**src/rtl/fold_accum_pkg.sv**
```systemverilog
`timescale 1ns/1ps
package fold_accum_pkg;

    localparam int CMD_W = 6;

    // one-hot bit positions of the command word
    localparam int P_INIT  = 0;
    localparam int P_ADD   = 1;
    localparam int P_ADD2  = 2;
    localparam int P_SUB   = 3;
    localparam int P_SUB2  = 4;
    localparam int P_SHIFT = 5;

    typedef logic [CMD_W-1:0] cmd_t;
    typedef logic [1:0]       cry_t;

    localparam cry_t CRY_ZERO = 2'b01;
    localparam cry_t CRY_ONE  = 2'b10;

    // command bundled with its carry: eight wires in all
    typedef struct packed {
        cry_t cry;
        cmd_t cmd;
    } meta_t;

    typedef struct packed {
        logic clear;
        logic pass;
        logic arith;
        logic dbl;
        logic neg;
    } ctl_t;

    function automatic ctl_t decode_cmd(input cmd_t c);
        ctl_t r;
        r.clear = c[P_INIT];
        r.pass  = c[P_SHIFT];
        r.arith = c[P_ADD] | c[P_ADD2] | c[P_SUB] | c[P_SUB2];
        r.dbl   = c[P_ADD2] | c[P_SUB2];
        r.neg   = c[P_SUB] | c[P_SUB2];
        return r;
    endfunction

    function automatic logic meta_ok(input meta_t m);
        return $onehot(m.cmd) && $onehot(m.cry);
    endfunction

    function automatic cry_t enc_cry(input logic c);
        return c ? CRY_ONE : CRY_ZERO;
    endfunction

endpackage

```
**src/rtl/fold_accum_ingress.sv**
```systemverilog
`timescale 1ns/1ps
module fold_accum_ingress
    import fold_accum_pkg::*;
(
    input  cmd_t  cmd_i,
    output meta_t meta_o
);
    logic seed_one;

    // subtraction starts from a carry of 1 at the least significant slice
    always_comb begin
        seed_one    = cmd_i[P_SUB] | cmd_i[P_SUB2];
        meta_o.cmd  = cmd_i;
        meta_o.cry  = enc_cry(seed_one);
    end

endmodule

```
**src/rtl/fold_accum_alu.sv**
```systemverilog
`timescale 1ns/1ps
module fold_accum_alu
    import fold_accum_pkg::*;
(
    input  ctl_t  ctl,
    input  cry_t  cry_in,
    input  logic  z,
    input  logic  b_own,
    input  logic  b_right,
    output logic  sum,
    output logic  cout
);
    logic bsel;
    logic cin;

    always_comb begin
        bsel = ctl.dbl ? b_right : b_own;
        if (ctl.neg) begin
            bsel = ~bsel;
        end
        cin  = (cry_in == CRY_ONE);
        sum  = 1'b0;
        cout = 1'b0;
        if (ctl.clear) begin
            sum  = 1'b0;
            cout = 1'b0;
        end else if (ctl.pass) begin
            sum  = z;
        end else if (ctl.arith) begin
            sum  = z ^ bsel ^ cin;
            cout = (z & bsel) | (z & cin) | (bsel & cin);
        end
    end

endmodule

```
**src/rtl/fold_accum_slice.sv**
```systemverilog
`timescale 1ns/1ps
module fold_accum_slice
    import fold_accum_pkg::*;
#(
    parameter logic SUM_V_RST = 1'b1
) (
    input  logic  clk,
    input  logic  rst,
    input  meta_t cmd_in,
    input  logic  cmd_in_v,
    input  logic  z_in,
    input  logic  z_in_v,
    input  logic  b_own,
    input  logic  b_right,
    input  logic  ack_cmd,
    input  logic  ack_sum,
    output logic  fire,
    output meta_t cmd_out,
    output logic  cmd_out_v,
    output logic  sum_out,
    output logic  sum_out_v
);
    ctl_t ctl;
    logic alu_sum;
    logic alu_cout;

    always_comb begin
        ctl  = decode_cmd(cmd_in.cmd);
        fire = cmd_in_v && meta_ok(cmd_in) && (z_in_v || ctl.clear);
    end

    fold_accum_alu u_alu (
        .ctl     (ctl),
        .cry_in  (cmd_in.cry),
        .z       (z_in),
        .b_own   (b_own),
        .b_right (b_right),
        .sum     (alu_sum),
        .cout    (alu_cout)
    );

    always_ff @(posedge clk) begin
        if (rst) begin
            sum_out   <= 1'b0;
            sum_out_v <= SUM_V_RST;
            cmd_out   <= '0;
            cmd_out_v <= 1'b0;
        end else if (fire) begin
            sum_out     <= alu_sum;
            sum_out_v   <= 1'b1;
            cmd_out.cmd <= cmd_in.cmd;
            cmd_out.cry <= enc_cry(alu_cout);
            cmd_out_v   <= 1'b1;
        end else begin
            if (ack_sum) begin
                sum_out_v <= 1'b0;
            end
            if (ack_cmd) begin
                cmd_out_v <= 1'b0;
            end
        end
    end

    // initialize leaves a zero sum and a zero carry code
    assert_init_zero_R3: assert property (@(posedge clk) disable iff (rst)
        (fire && ctl.clear) |=> (sum_out == 1'b0 && cmd_out.cry == CRY_ZERO));

    // shift forwards the left data bit untouched
    assert_shift_pass_R4: assert property (@(posedge clk) disable iff (rst)
        (fire && ctl.pass) |=> (sum_out == $past(z_in)));

    // a meta-command handed on keeps both one-hot fields legal
    assert_meta_code_R10: assert property (@(posedge clk) disable iff (rst)
        cmd_out_v |-> ($onehot(cmd_out.cmd) && $onehot(cmd_out.cry)));

endmodule

```
**src/rtl/fold_accum_array.sv**
```systemverilog
`timescale 1ns/1ps
module fold_accum_array
    import fold_accum_pkg::*;
#(
    parameter int WIDTH = 8
) (
    input  logic             clk,
    input  logic             rst,
    input  logic [WIDTH-1:0] mcand,
    input  logic             in_valid,
    input  logic [5:0]       in_cmd,
    output logic             dout_valid,
    output logic             dout,
    output logic             left_valid,
    output logic [5:0]       left_cmd,
    output logic [1:0]       left_carry
);
    localparam int LAST = WIDTH - 1;

    meta_t            chain   [WIDTH+1];
    logic             chain_v [WIDTH+1];
    logic [WIDTH-1:0] s_bit;
    logic [WIDTH-1:0] s_val;
    logic [WIDTH-1:0] fired;

    fold_accum_ingress u_ingress (
        .cmd_i  (in_cmd),
        .meta_o (chain[0])
    );
    assign chain_v[0] = in_valid;

    for (genvar i = 0; i < WIDTH; i++) begin : g_slice
        logic z_src;
        logic z_src_v;
        logic ack_c;
        logic ack_s;
        logic b_r;

        if (i == LAST) begin : g_top
            // the top slice re-reads its own bit: arithmetic shift
            assign z_src   = s_bit[i];
            assign z_src_v = 1'b1;
            assign ack_c   = 1'b1;
        end else begin : g_mid
            assign z_src   = s_bit[i+1];
            assign z_src_v = s_val[i+1];
            assign ack_c   = fired[i+1];
        end

        if (i == 0) begin : g_lsb
            assign ack_s = 1'b1;
            assign b_r   = 1'b0;
        end else begin : g_upper
            assign ack_s = fired[i-1];
            assign b_r   = mcand[i-1];
        end

        fold_accum_slice #(
            .SUM_V_RST (i != 0)
        ) u_slice (
            .clk       (clk),
            .rst       (rst),
            .cmd_in    (chain[i]),
            .cmd_in_v  (chain_v[i]),
            .z_in      (z_src),
            .z_in_v    (z_src_v),
            .b_own     (mcand[i]),
            .b_right   (b_r),
            .ack_cmd   (ack_c),
            .ack_sum   (ack_s),
            .fire      (fired[i]),
            .cmd_out   (chain[i+1]),
            .cmd_out_v (chain_v[i+1]),
            .sum_out   (s_bit[i]),
            .sum_out_v (s_val[i])
        );
    end

    assign dout       = s_bit[0];
    assign dout_valid = s_val[0];
    assign left_valid = chain_v[WIDTH];
    assign left_cmd   = chain[WIDTH].cmd;
    assign left_carry = chain[WIDTH].cry;

    // malformed port codes never produce an output bit
    assert_bad_code_ignored_R2: assert property (@(posedge clk) disable iff (rst)
        (in_valid && !$onehot(in_cmd)) |=> !dout_valid);

    // a legal command yields its output bit on the next cycle
    assert_dout_next_R7: assert property (@(posedge clk) disable iff (rst)
        (in_valid && $onehot(in_cmd)) |=> dout_valid);

    // what leaves the top is a legal command and carry code
    assert_left_code_R8: assert property (@(posedge clk) disable iff (rst)
        left_valid |-> ($onehot(left_cmd) && $onehot(left_carry)));

endmodule

```
**config.mk**
```make
export PLATFORM = sky130hd
export DESIGN_NAME = fold_accum_array
export DESIGN_NICKNAME = d
export VERILOG_FILES = /design/src/rtl/fold_accum_pkg.sv /design/src/rtl/fold_accum_ingress.sv /design/src/rtl/fold_accum_alu.sv /design/src/rtl/fold_accum_slice.sv /design/src/rtl/fold_accum_array.sv
export SDC_FILE = /design/constraint.sdc
export NUM_CORES = 1
export LEC_CHECK = 0
export ABC_CLOCK_PERIOD_IN_PS = 4400
export BUFFER_PORTS_ARGS = -buffer_cell sky130_fd_sc_hd__buf_2
export CAP_MARGIN = 20
export CORE_UTILIZATION = 25
export DETAILED_ROUTE_END_ITERATION = 6
export PLACE_DENSITY = 0.5
export SLEW_MARGIN = 20
export SYNTH_ARGS = -nofsm -noshare
export SYNTH_HDL_FRONTEND = slang
export SYNTH_SLANG_ARGS = --single-unit
```
**constraint.sdc**
```tcl
create_clock -name clk -period 4.4 [get_ports clk]
set_clock_uncertainty 0.15 [all_clocks]
set_input_delay 0 -clock clk [delete_from_list [all_inputs] [get_ports clk]]
set_output_delay 0 -clock clk [all_outputs]
set_load 0.02 [all_outputs]
```
==> results.sh, run 1 <==
export IMPL_grt_pass1_vias=3730
export IMPL_setup_tns_ns=0
export IMPL_synth_most_common_cell="dfxtp_1"
export IMPL_arrival_ns=3.34
export IMPL_crit_path_max_fanout=5
export IMPL_synth_seq_area_share=0.368
export IMPL_core_sq_um=18700
export IMPL_drive_above_1_share=0.0904
export IMPL_period_needed_ns=3.26
export IMPL_fmax_ghz=0.307
export IMPL_power_density_nw_per_um2=320
export IMPL_clock_path_buffers=2
export IMPL_numCtsBuffers=9
export IMPL_tritoncts="done"
export IMPL_ant_nets=0
export IMPL_vias=3679
export IMPL_syn2layout_area_growth_pct=14.8
export IMPL_worst_setup_path_start_kind="primary input"
export IMPL_synth_xor_area_frac=0.0256
export IMPL_grt_usage=0.118
export IMPL_synth_simple_area_share=0.166
export IMPL_routed_wl_mm=10.7
export IMPL_p_leak_nw=2.35
export IMPL_max_slew_worst_pin_slew_ns=0.952
export IMPL_firstDrtPassIters=6
export IMPL_synthDistinctLibCells=47
export IMPL_grt_ovfl_total=0
export IMPL_netlist_instances=526
export IMPL_report_final_slew_viol_count=0
export IMPL_row_count=50
export IMPL_synth_compound_area_frac=0.156
export IMPL_synth_largest_area_cell="dfxtp_1"
export IMPL_dpl_cell_area_sq_um=5100
export IMPL_clkSlewWorstSetupHoldPaths_ns=0.06
export IMPL_port_buffer_count=27
export IMPL_post_cts_buffers=0
export IMPL_synth_commonest_cells="dfxtp_1, nand2_1, a21oi_1, inv_1, ha_1"
export IMPL_cts_root_buf="clkbuf_16"
export IMPL_clock_sinks=88
export IMPL_grt_start_max_net_pins=63
export IMPL_gp_congestion=0.749
export IMPL_diodes=0
export IMPL_syn_num_nets=605
export IMPL_crit_type="primary input to flop"
export IMPL_netlist_top_cells_area="dfxtp_1, ha_1, fa_1"
export IMPL_fill_cells=1945
export IMPL_syn_area_per_cell_sq_um=9.09
export IMPL_fin_area_sq_um=5490
export IMPL_start_util=0.256
export IMPL_antenna_found_initial=0
export IMPL_drc_errors=0
export IMPL_ios=28
export IMPL_crit_required_ns=4.48
export IMPL_dp_hpwl_mm=7.73
export IMPL_status="completed"
export IMPL_cp_end_kind="flop"
export IMPL_min_delay_path_class="primary input to flop"
export IMPL_max_cap_violations=0
export IMPL_synth_fa_ha_area_frac=0.198
export IMPL_dieArea_sq_um=19700
export IMPL_die_w_um=140
export IMPL_fin_crit_sh=0.741
export IMPL_yosysWarnings=0
export IMPL_fin_nets=627
export IMPL_async_flop_share=0
export IMPL_viasPerCell=4.67
export IMPL_muxShareOfSynthArea=0.0251
export IMPL_ys_ff_latch=88
export IMPL_synth_top_area_frac=0.368
export IMPL_die_h_um=140
export IMPL_vdd_drop_max_mv=0.176
export IMPL_clk_latency_ns=0.34
export IMPL_synth_edff_count=0
export IMPL_drt_wirelength_per_cell_um=13.6
export IMPL_drt_iter0_drc=181
export IMPL_final_setup_viol_count=0
export IMPL_cts_max_level=3
export IMPL_synth_top_flop_cell="dfxtp_1"
export IMPL_slew_headroom=0.363
export IMPL_rsz0062_at_grt="false"
export IMPL_grt_pass1_wl_mm=18.5
export IMPL_hold_viol=0
export IMPL_synth_area_sq_um=4780
export IMPL_synth_top_family_by_area="adder cells"
==> metal layers <==
layer	track usage	vias up	wire length (um)
li1	-	1858	-
met1	0.154	1759	5140
met2	0.192	50	5090
met3	0.0205	12	296
met4	0.0486	0	182
met5	0	-	0
==> report_power, final <==
group	leakage (nW)	internal (mW)	switching [mW]
combinational	1.49	0.0504	0.0689
sequential	0.709	0.806	0.0102
clock	0.154	0.513	0.310
total	2.35	1.37	0.389
==> path summary, 6_finish.rpt <==
path / to / cells after the start / slack, ns / start
worst min register to register: g_slice[7].u_slice.cmd_out[1] / 2 / 0.31 / g_slice[7].u_slice.cmd_out[1]
worst min-delay path: g_slice[0].u_slice.sum_out / 4 / 0.07 / mcand[0]
worst max register to register: g_slice[5].u_slice.cmd_out[6] / 8 / 1.33 / g_slice[4].u_slice.cmd_out[3]
worst max-delay path: g_slice[0].u_slice.cmd_out[6] / 11 / 1.14 / in_cmd[4]
==> cells in the final DEF (no fill, tap or decap), types with 3 or more instances in the layout <==
| cell | Yosys | layout |
|---|---|---|
| nand2b_1 | 4 | 4 |
| dfxtp_1 | 88 | 88 |
| fa_1 | 23 | 23 |
| and2_1 | 3 | 3 |
| nand2_1 | 79 | 79 |
| nand3_1 | 10 | 10 |
| mux2i_1 | 12 | 12 |
| clkbuf_1 | 16 | 3 |
| xnor2_1 | 6 | 6 |
| a21oi_1 | 55 | 55 |
| nor4_1 | 7 | 7 |
| nor4b_1 | 7 | 7 |
| o211ai_1 | 6 | 6 |
| xor2_1 | 8 | 8 |
| clkbuf_16 | 0 | 9 |
| a221oi_1 | 4 | 4 |
| o211a_1 | 10 | 10 |
| o21ai_0 | 9 | 9 |
| nor3_1 | 17 | 16 |
| ha_1 | 39 | 39 |
| o31ai_1 | 3 | 3 |
| a21o_1 | 6 | 6 |
| inv_1 | 43 | 43 |
| a22o_1 | 9 | 9 |
| buf_2 | 0 | 27 |
| dlygate4sd3_1 | 0 | 7 |
| nor2_1 | 31 | 31 |
==> flip-flops by register name (all words and copies together) (netlist names) <==
register,flops
g_slice.u_slice.cmd_out_v,8
g_slice.u_slice.sum_out_v,8
g_slice.u_slice.cmd_out,64
g_slice.u_slice.sum_out,8
==> area by class of cell <==
type                       count  area (sq um)  area share
timing repair buffer          36           220      0.0401
multi-input combinational    370          2740       0.499
clock inverter                 3          65.1      0.0119
clock buffer                  13           250      0.0456
tap                          234           293      0.0534
inverter                      43           161      0.0294
sequential                    88          1760       0.321
==> stage by stage <==
step	instances	setup WS (ns)	utilization	hold slack, ns	total power, mW
after floorplan	526	1.32	-	-0.00277	0.911
after global placement	764	1.36	0.273	0.156	0.945
after detailed placement	764	1.29	0.273	0.156	0.949
after CTS	787	1.16	0.293	0.0560	1.78
after global routing	787	1.06	0.293	0.0924	1.83
final	787	1.14	0.293	0.0731	1.76
==> timing repair <==
action                                 4_1_cts  5_1_grt
endpoints found under the hold margin       10        0
gates resized for setup                      0        0
hold buffers                                 7        0
==> worst max-delay path: stages <==
cell	delay (ns)
dlygate4sd3_1	0.54
buf_2	0.15
ha_1	0.28
inv_1	0.05
fa_1	0.42
inv_1	0.08
ha_1	0.23
or3b_4	0.42
or4b_4	0.50
or4_4	0.54
o211a_1	0.14
==> logic make-up after synthesis <==
| group | count (synthesis) |
|---|---|
| flops | 88 |
| simple gates | 168 |
| buf+inv | 68 |
| fa+ha+maj | 62 |
| xor+xnor | 14 |
| mux | 12 |
| compound gates | 114 |
(Power assumes the default switching activity.)
==> run 2, diff against run 1 <==
Settings changed: ABC_CLOCK_PERIOD_IN_PS 4400 to 3200.
Clock period 4.4 ns to 3.2 ns, I/O delays scaled along.
==> results.sh, run 2 (synthesis results as in run 1) <==
export IMPL_syn2layout_area_growth_pct=16.4
export IMPL_ant_nets=0
export IMPL_crit_path_max_fanout=4
export IMPL_path_common_cell="ha_1"
export IMPL_clock_path_buffers=2
export IMPL_diodes=0
export IMPL_largest_register_ffs=64
export IMPL_core_sq_um=18700
export IMPL_drc_errors=0
export IMPL_post_cts_buffers=0
export IMPL_grt_start_max_net_pins=62
export IMPL_crit_required_ns=3.28
export IMPL_die_w_um=140
export IMPL_viasPerCell=4.69
export IMPL_dp_hpwl_mm=7.97
export IMPL_dieArea_sq_um=19700
export IMPL_die_h_um=140
export IMPL_p_leak_nw=2.41
export IMPL_arrival_ns=3.21
export IMPL_report_final_slew_viol_count=0
export IMPL_setup_tns_ns=0
export IMPL_vias=3750
export IMPL_cts_max_level=3
export IMPL_drive_above_1_share=0.112
export IMPL_cp_end_kind="flop"
export IMPL_gp_congestion=0.763
export IMPL_drt_wirelength_per_cell_um=13.4
export IMPL_clock_sinks=88
export IMPL_clk_latency_ns=0.34
export IMPL_top_register="g_slice.u_slice.cmd_out"
export IMPL_hold_end="g_slice[0].u_slice.sum_out"
export IMPL_min_from="in_cmd[5]"
export IMPL_min_delay_path_class="primary input to flop"
export IMPL_worst_setup_path_start_kind="primary input"
export IMPL_final_setup_viol_count=0
export IMPL_grt_ovfl_total=0
export IMPL_reg2reg_from="g_slice[4].u_slice.cmd_out[2]"
export IMPL_rsz0062_at_grt="false"
export IMPL_critical_path_buf_inv_count=1
export IMPL_hold_viol=0
export IMPL_slew_headroom=0.453
export IMPL_cts_resized=0
export IMPL_crit_chain="dlygate4sd3_1 > ha_1 > fa_1 > ha_1 > or3b_4 > or4b_4 > or4_4 > o211a_1"
export IMPL_grt_usage=0.119
export IMPL_crit_type="primary input to flop"
export IMPL_cts_root_buf="clkbuf_16"
export IMPL_reg2reg_to="g_slice[5].u_slice.cmd_out[3]"
export IMPL_final_cell_mix="dfxtp_1, nand2_1, a21oi_1"
export IMPL_antenna_found_initial=0
export IMPL_start_util=0.256
export IMPL_max_cap_violations=0
export IMPL_grt_pass1_vias=3885
export IMPL_grt_pass1_wl_mm=18.8
export IMPL_finish_utilization=0.298
export IMPL_period_needed_ns=3.12
export IMPL_fin_crit_sh=0.976
export IMPL_vdd_drop_max_mv=0.310
export IMPL_tritoncts="done"
export IMPL_numCtsBuffers=9
export IMPL_firstDrtPassIters=4
export IMPL_fill_cells=1968
export IMPL_port_buffer_count=27
export IMPL_ios=28
export IMPL_critical_path_top_delay_family="simple AND/OR/NAND/NOR gates"
export IMPL_clkSlewWorstSetupHoldPaths_ns=0.06
export IMPL_max_slew_worst_pin_slew_ns=0.817
export IMPL_reg2regPathDepth=10
export IMPL_final_common_cell="dfxtp_1"
export IMPL_status="completed"
export IMPL_routed_wl_mm=10.7
export IMPL_cp_slowest_stage_delay_ns=0.61
export IMPL_min_path_cells=5
export IMPL_fin_nets=639
export IMPL_row_count=50
export IMPL_power_density_nw_per_um2=423
export IMPL_drt_iter0_drc=171
export IMPL_fmax_ghz=0.320
export IMPL_regToRegSetupSlack_ns=0.22
export IMPL_cp_slowest_cell="dlygate4sd3_1"
-- run 2: changes by cell type in the layout (fill, tap and decap cells not counted) --
cell,delta
bufinv_16,-1
clkinv_2,+1
buf_4,+14
clkbuf_8,+1
clkbuf_1,-1
buf_2,-2
-- run 2: layer usage --
metal / vias to the layer above / GRT usage / wire length (um)
li1: 1881 / - / -
met1: 1821 / 0.154 / 5190
met2: 38 / 0.197 / 5110
met3: 10 / 0.0195 / 223
met4: 0 / 0.0492 / 182
met5: - / 0 / 0
-- run 2: power by group --
group	internal [mW]	switching (mW)
Combinational	0.0726	0.0964
Clock	0.645	0.419
Sequential	1.11	0.0152
Total	1.83	0.530
-- run 2: worst register-to-register path, cell delays in order, from the launching register on --
cell     delay (ns)
dfxtp_1        0.37
ha_1           0.30
inv_1          0.05
fa_1           0.38
inv_1          0.06
ha_1           0.21
or4b_2         0.69
nor3_2         0.12
buf_4          0.24
mux2i_1        0.22
nor2_1         0.05
-- run 2: through the flow --
stage | instance area, sq um | total power [mW] | instances | hold WS, ns | setup WS (ns)
6_report | 5570 | 2.36 | 799 | 0.0760 | 0.0773
5_1_grt | 5570 | 2.46 | 799 | 0.120 | 0.00139
4_1_cts | 5580 | 2.39 | 801 | 0.0667 | 0.0269
3_5_place_dp | 5210 | 1.31 | 778 | 0.151 | 0.154
3_3_place_gp | 5210 | 1.30 | 778 | 0.153 | 0.215
2_1_floorplan | 4780 | 1.25 | 526 | -0.00277 | 0.122
-- run 2: final cells by class --
class | instances | area, sq um | area share
Multi-Input combinational cell | 370 | 2740 | 0.491
Sequential cell | 88 | 1760 | 0.316
Timing Repair Buffer | 48 | 315 | 0.0566
Tap cell | 234 | 293 | 0.0526
Clock buffer | 13 | 260 | 0.0467
Inverter | 43 | 161 | 0.0290
Clock inverter | 3 | 40.0 | 0.00719
-- run 2: how the worst max path moves through the flow --
stage	start	to	slack [ns]	cells after the start
2_1_floorplan	g_slice[4].u_slice.cmd_out[4]	g_slice[5].u_slice.cmd_out[0]	0.12	10
3_3_place_gp	in_cmd[4]	g_slice[0].u_slice.cmd_out[6]	0.22	10
3_5_place_dp	in_cmd[4]	g_slice[0].u_slice.cmd_out[6]	0.15	10
4_1_cts	in_cmd[0]	g_slice[0].u_slice.cmd_out[6]	0.03	11
5_1_grt	in_cmd[0]	g_slice[0].u_slice.cmd_out[6]	0.001	10
6_report	in_cmd[0]	g_slice[0].u_slice.cmd_out[6]	0.08	8
-- run 2: what timing repair did --
item	CTS	global route
hold buffers	7	0
hold endpoints to repair	10	0
endpoints found under the setup margin	0	2
==> run 3, diff against run 2 <==
Settings changed: CORE_UTILIZATION 25 to 61, PLACE_DENSITY 0.5 to 0.9.
==> results.sh, run 3 (synthesis results as in run 1) <==
export IMPL_row_count=31
export IMPL_core_sq_um=7410
export IMPL_fin_nets=642
export IMPL_arrival_ns=3.26
export IMPL_viasPerCell=6.08
export IMPL_port_buffer_count=27
export IMPL_slew_headroom=0.407
export IMPL_grt_pass1_vias=4070
export IMPL_ios=28
export IMPL_dp_hpwl_mm=7.51
export IMPL_p_leak_nw=2.40
export IMPL_final_cell_mix="dfxtp_1, nand2_1, a21oi_1"
export IMPL_grt_pass1_wl_mm=18.3
export IMPL_clk_latency_ns=0.36
export IMPL_max_cap_violations=0
export IMPL_power_density_nw_per_um2=394
export IMPL_cp_slowest_stage_delay_ns=0.56
export IMPL_cts_root_buf="clkbuf_8"
export IMPL_max_slew_worst_pin_slew_ns=0.885
export IMPL_clkSlewWorstSetupHoldPaths_ns=0.09
export IMPL_vias=4054
export IMPL_total_power_mw=2.10
export IMPL_drive_above_1_share=0.114
export IMPL_min_from="in_cmd[2]"
export IMPL_largest_register_ffs=64
export IMPL_ant_nets=0
export IMPL_fmax_ghz=0.317
export IMPL_drt_iter0_drc=291
export IMPL_cts_max_level=3
export IMPL_report_final_slew_viol_count=0
export IMPL_cp_end_kind="flop"
export IMPL_syn2layout_area_growth_pct=11.8
export IMPL_firstDrtPassIters=5
export IMPL_crit_path_max_fanout=4
export IMPL_antenna_found_initial=0
export IMPL_critical_path_buf_inv_count=4
export IMPL_die_h_um=90.5
export IMPL_crit_start="in_cmd[0]"
export IMPL_holdWs_ns=-0.0225
export IMPL_numCtsBuffers=9
export IMPL_critical_path_top_delay_family="simple AND/OR/NAND/NOR gates"
export IMPL_hold_viol=1
export IMPL_gp_congestion=0.927
export IMPL_clock_path_buffers=2
export IMPL_clock_sinks=88
export IMPL_tritoncts="done"
export IMPL_drt_wirelength_per_cell_um=17.1
export IMPL_top_register="g_slice.u_slice.cmd_out"
export IMPL_period_needed_ns=3.15
export IMPL_crit_chain="dlygate4sd3_1 > buf_2 > ha_1 > inv_1 > fa_2 > inv_1 > ha_1 > or3b_4 > or4b_4 > or4_4 > o211a_1"
export IMPL_final_common_cell="dfxtp_1"
export IMPL_status="complete, but fails checks"
export IMPL_vdd_drop_max_mv=0.385
export IMPL_finish_utilization=0.722
export IMPL_diodes=0
export IMPL_drc_errors=0
export IMPL_worst_setup_path_start_kind="primary input"
export IMPL_reg2reg_from="g_slice[4].u_slice.cmd_out[5]"
export IMPL_die_w_um=90.5
export IMPL_grt_usage=0.278
export IMPL_fin_crit_sh=0.985
export IMPL_grt_start_max_net_pins=35
export IMPL_min_delay_path_class="primary input to flop"
export IMPL_crit_type="primary input to flop"
export IMPL_cp_slowest_cell="or4_4"
export IMPL_routed_wl_mm=11.4
export IMPL_grt_ovfl_total=0
export IMPL_violations="negative hold slack"
export IMPL_crit_required_ns=3.31
export IMPL_dieArea_sq_um=8200
export IMPL_final_setup_viol_count=0
export IMPL_start_util=0.645
-- run 3: cell count changes in the layout (fill, tap and decap cells not counted), moves of 2 or more --
cell | before | now
dlymetal6s4s_1 | 0 | 2
nor3_2 | 2 | 0
clkbuf_8 | 2 | 10
clkbuf_16 | 9 | 0
-- run 3: tightest hold or removal path, cell delays in order --
cell and delay [ns]:
dlymetal6s4s_1 0.26, mux2i_1 0.11, nor2_1 0.08
-- run 3: repair_timing --
| item | in CTS | in global routing |
|---|---|---|
| gates resized for setup | 0 | 6 |
| hold buffers | 11 | 0 |
| endpoints found under the hold margin | 22 | 0 |
| setup endpoints to repair | 0 | 13 |
| setup buffers | 0 | 5 |
-- run 3: final cells by class --
class | count | area (sq um)
Inverter | 43 | 161
Tap cell | 99 | 124
Sequential cell | 88 | 1760
Timing Repair Buffer | 51 | 354
Fill cell | 507 | 2060
Clock inverter | 5 | 56.3
Clock buffer | 11 | 141
Multi-Input combinational cell | 370 | 2750
-- run 3: metal layers --
layer | global-route usage | vias to the layer above | routed length (um)
li1 | - | 1886 | -
met1 | 0.338 | 1954 | 4640
met2 | 0.479 | 178 | 5800
met3 | 0.0556 | 36 | 683
met4 | 0.112 | 0 | 283
met5 | 0 | - | 0
-- run 3: where the power goes --
| group | switching (mW) | leakage, nW | internal (mW) |
|---|---|---|---|
| sequential | 0.0152 | 0.709 | 1.11 |
| clock | 0.393 | 0.0993 | 0.381 |
| combinational | 0.117 | 1.59 | 0.0900 |
| total | 0.526 | 2.40 | 1.58 |
-- run 3: per-stage QoR --
stage	cells	setup slack, ns	setup TNS, ns	cell area, sq um	hold slack, ns
3_5_place_dp	638	0.159	0	5000	0.171
3_3_place_gp	638	0.233	0	5000	0.146
6_report	667	0.0471	0	5350	-0.0225
2_1_floorplan	526	0.122	0	4780	-0.00277
4_1_cts	665	0.00912	0	5300	0.0758
5_1_grt	667	-0.0160	-0.0315	5350	0.0546
-- run 3: final timing paths --
check,slack [ns],depth (start not counted),to
worst max-delay path,0.05,11,g_slice[0].u_slice.cmd_out[6]
worst min register to register,0.31,2,g_slice[7].u_slice.cmd_out[2]
worst min-delay path,-0.02,3,g_slice[0].u_slice.cmd_out[2]
worst max register to register,0.08,10,g_slice[5].u_slice.cmd_out[5]
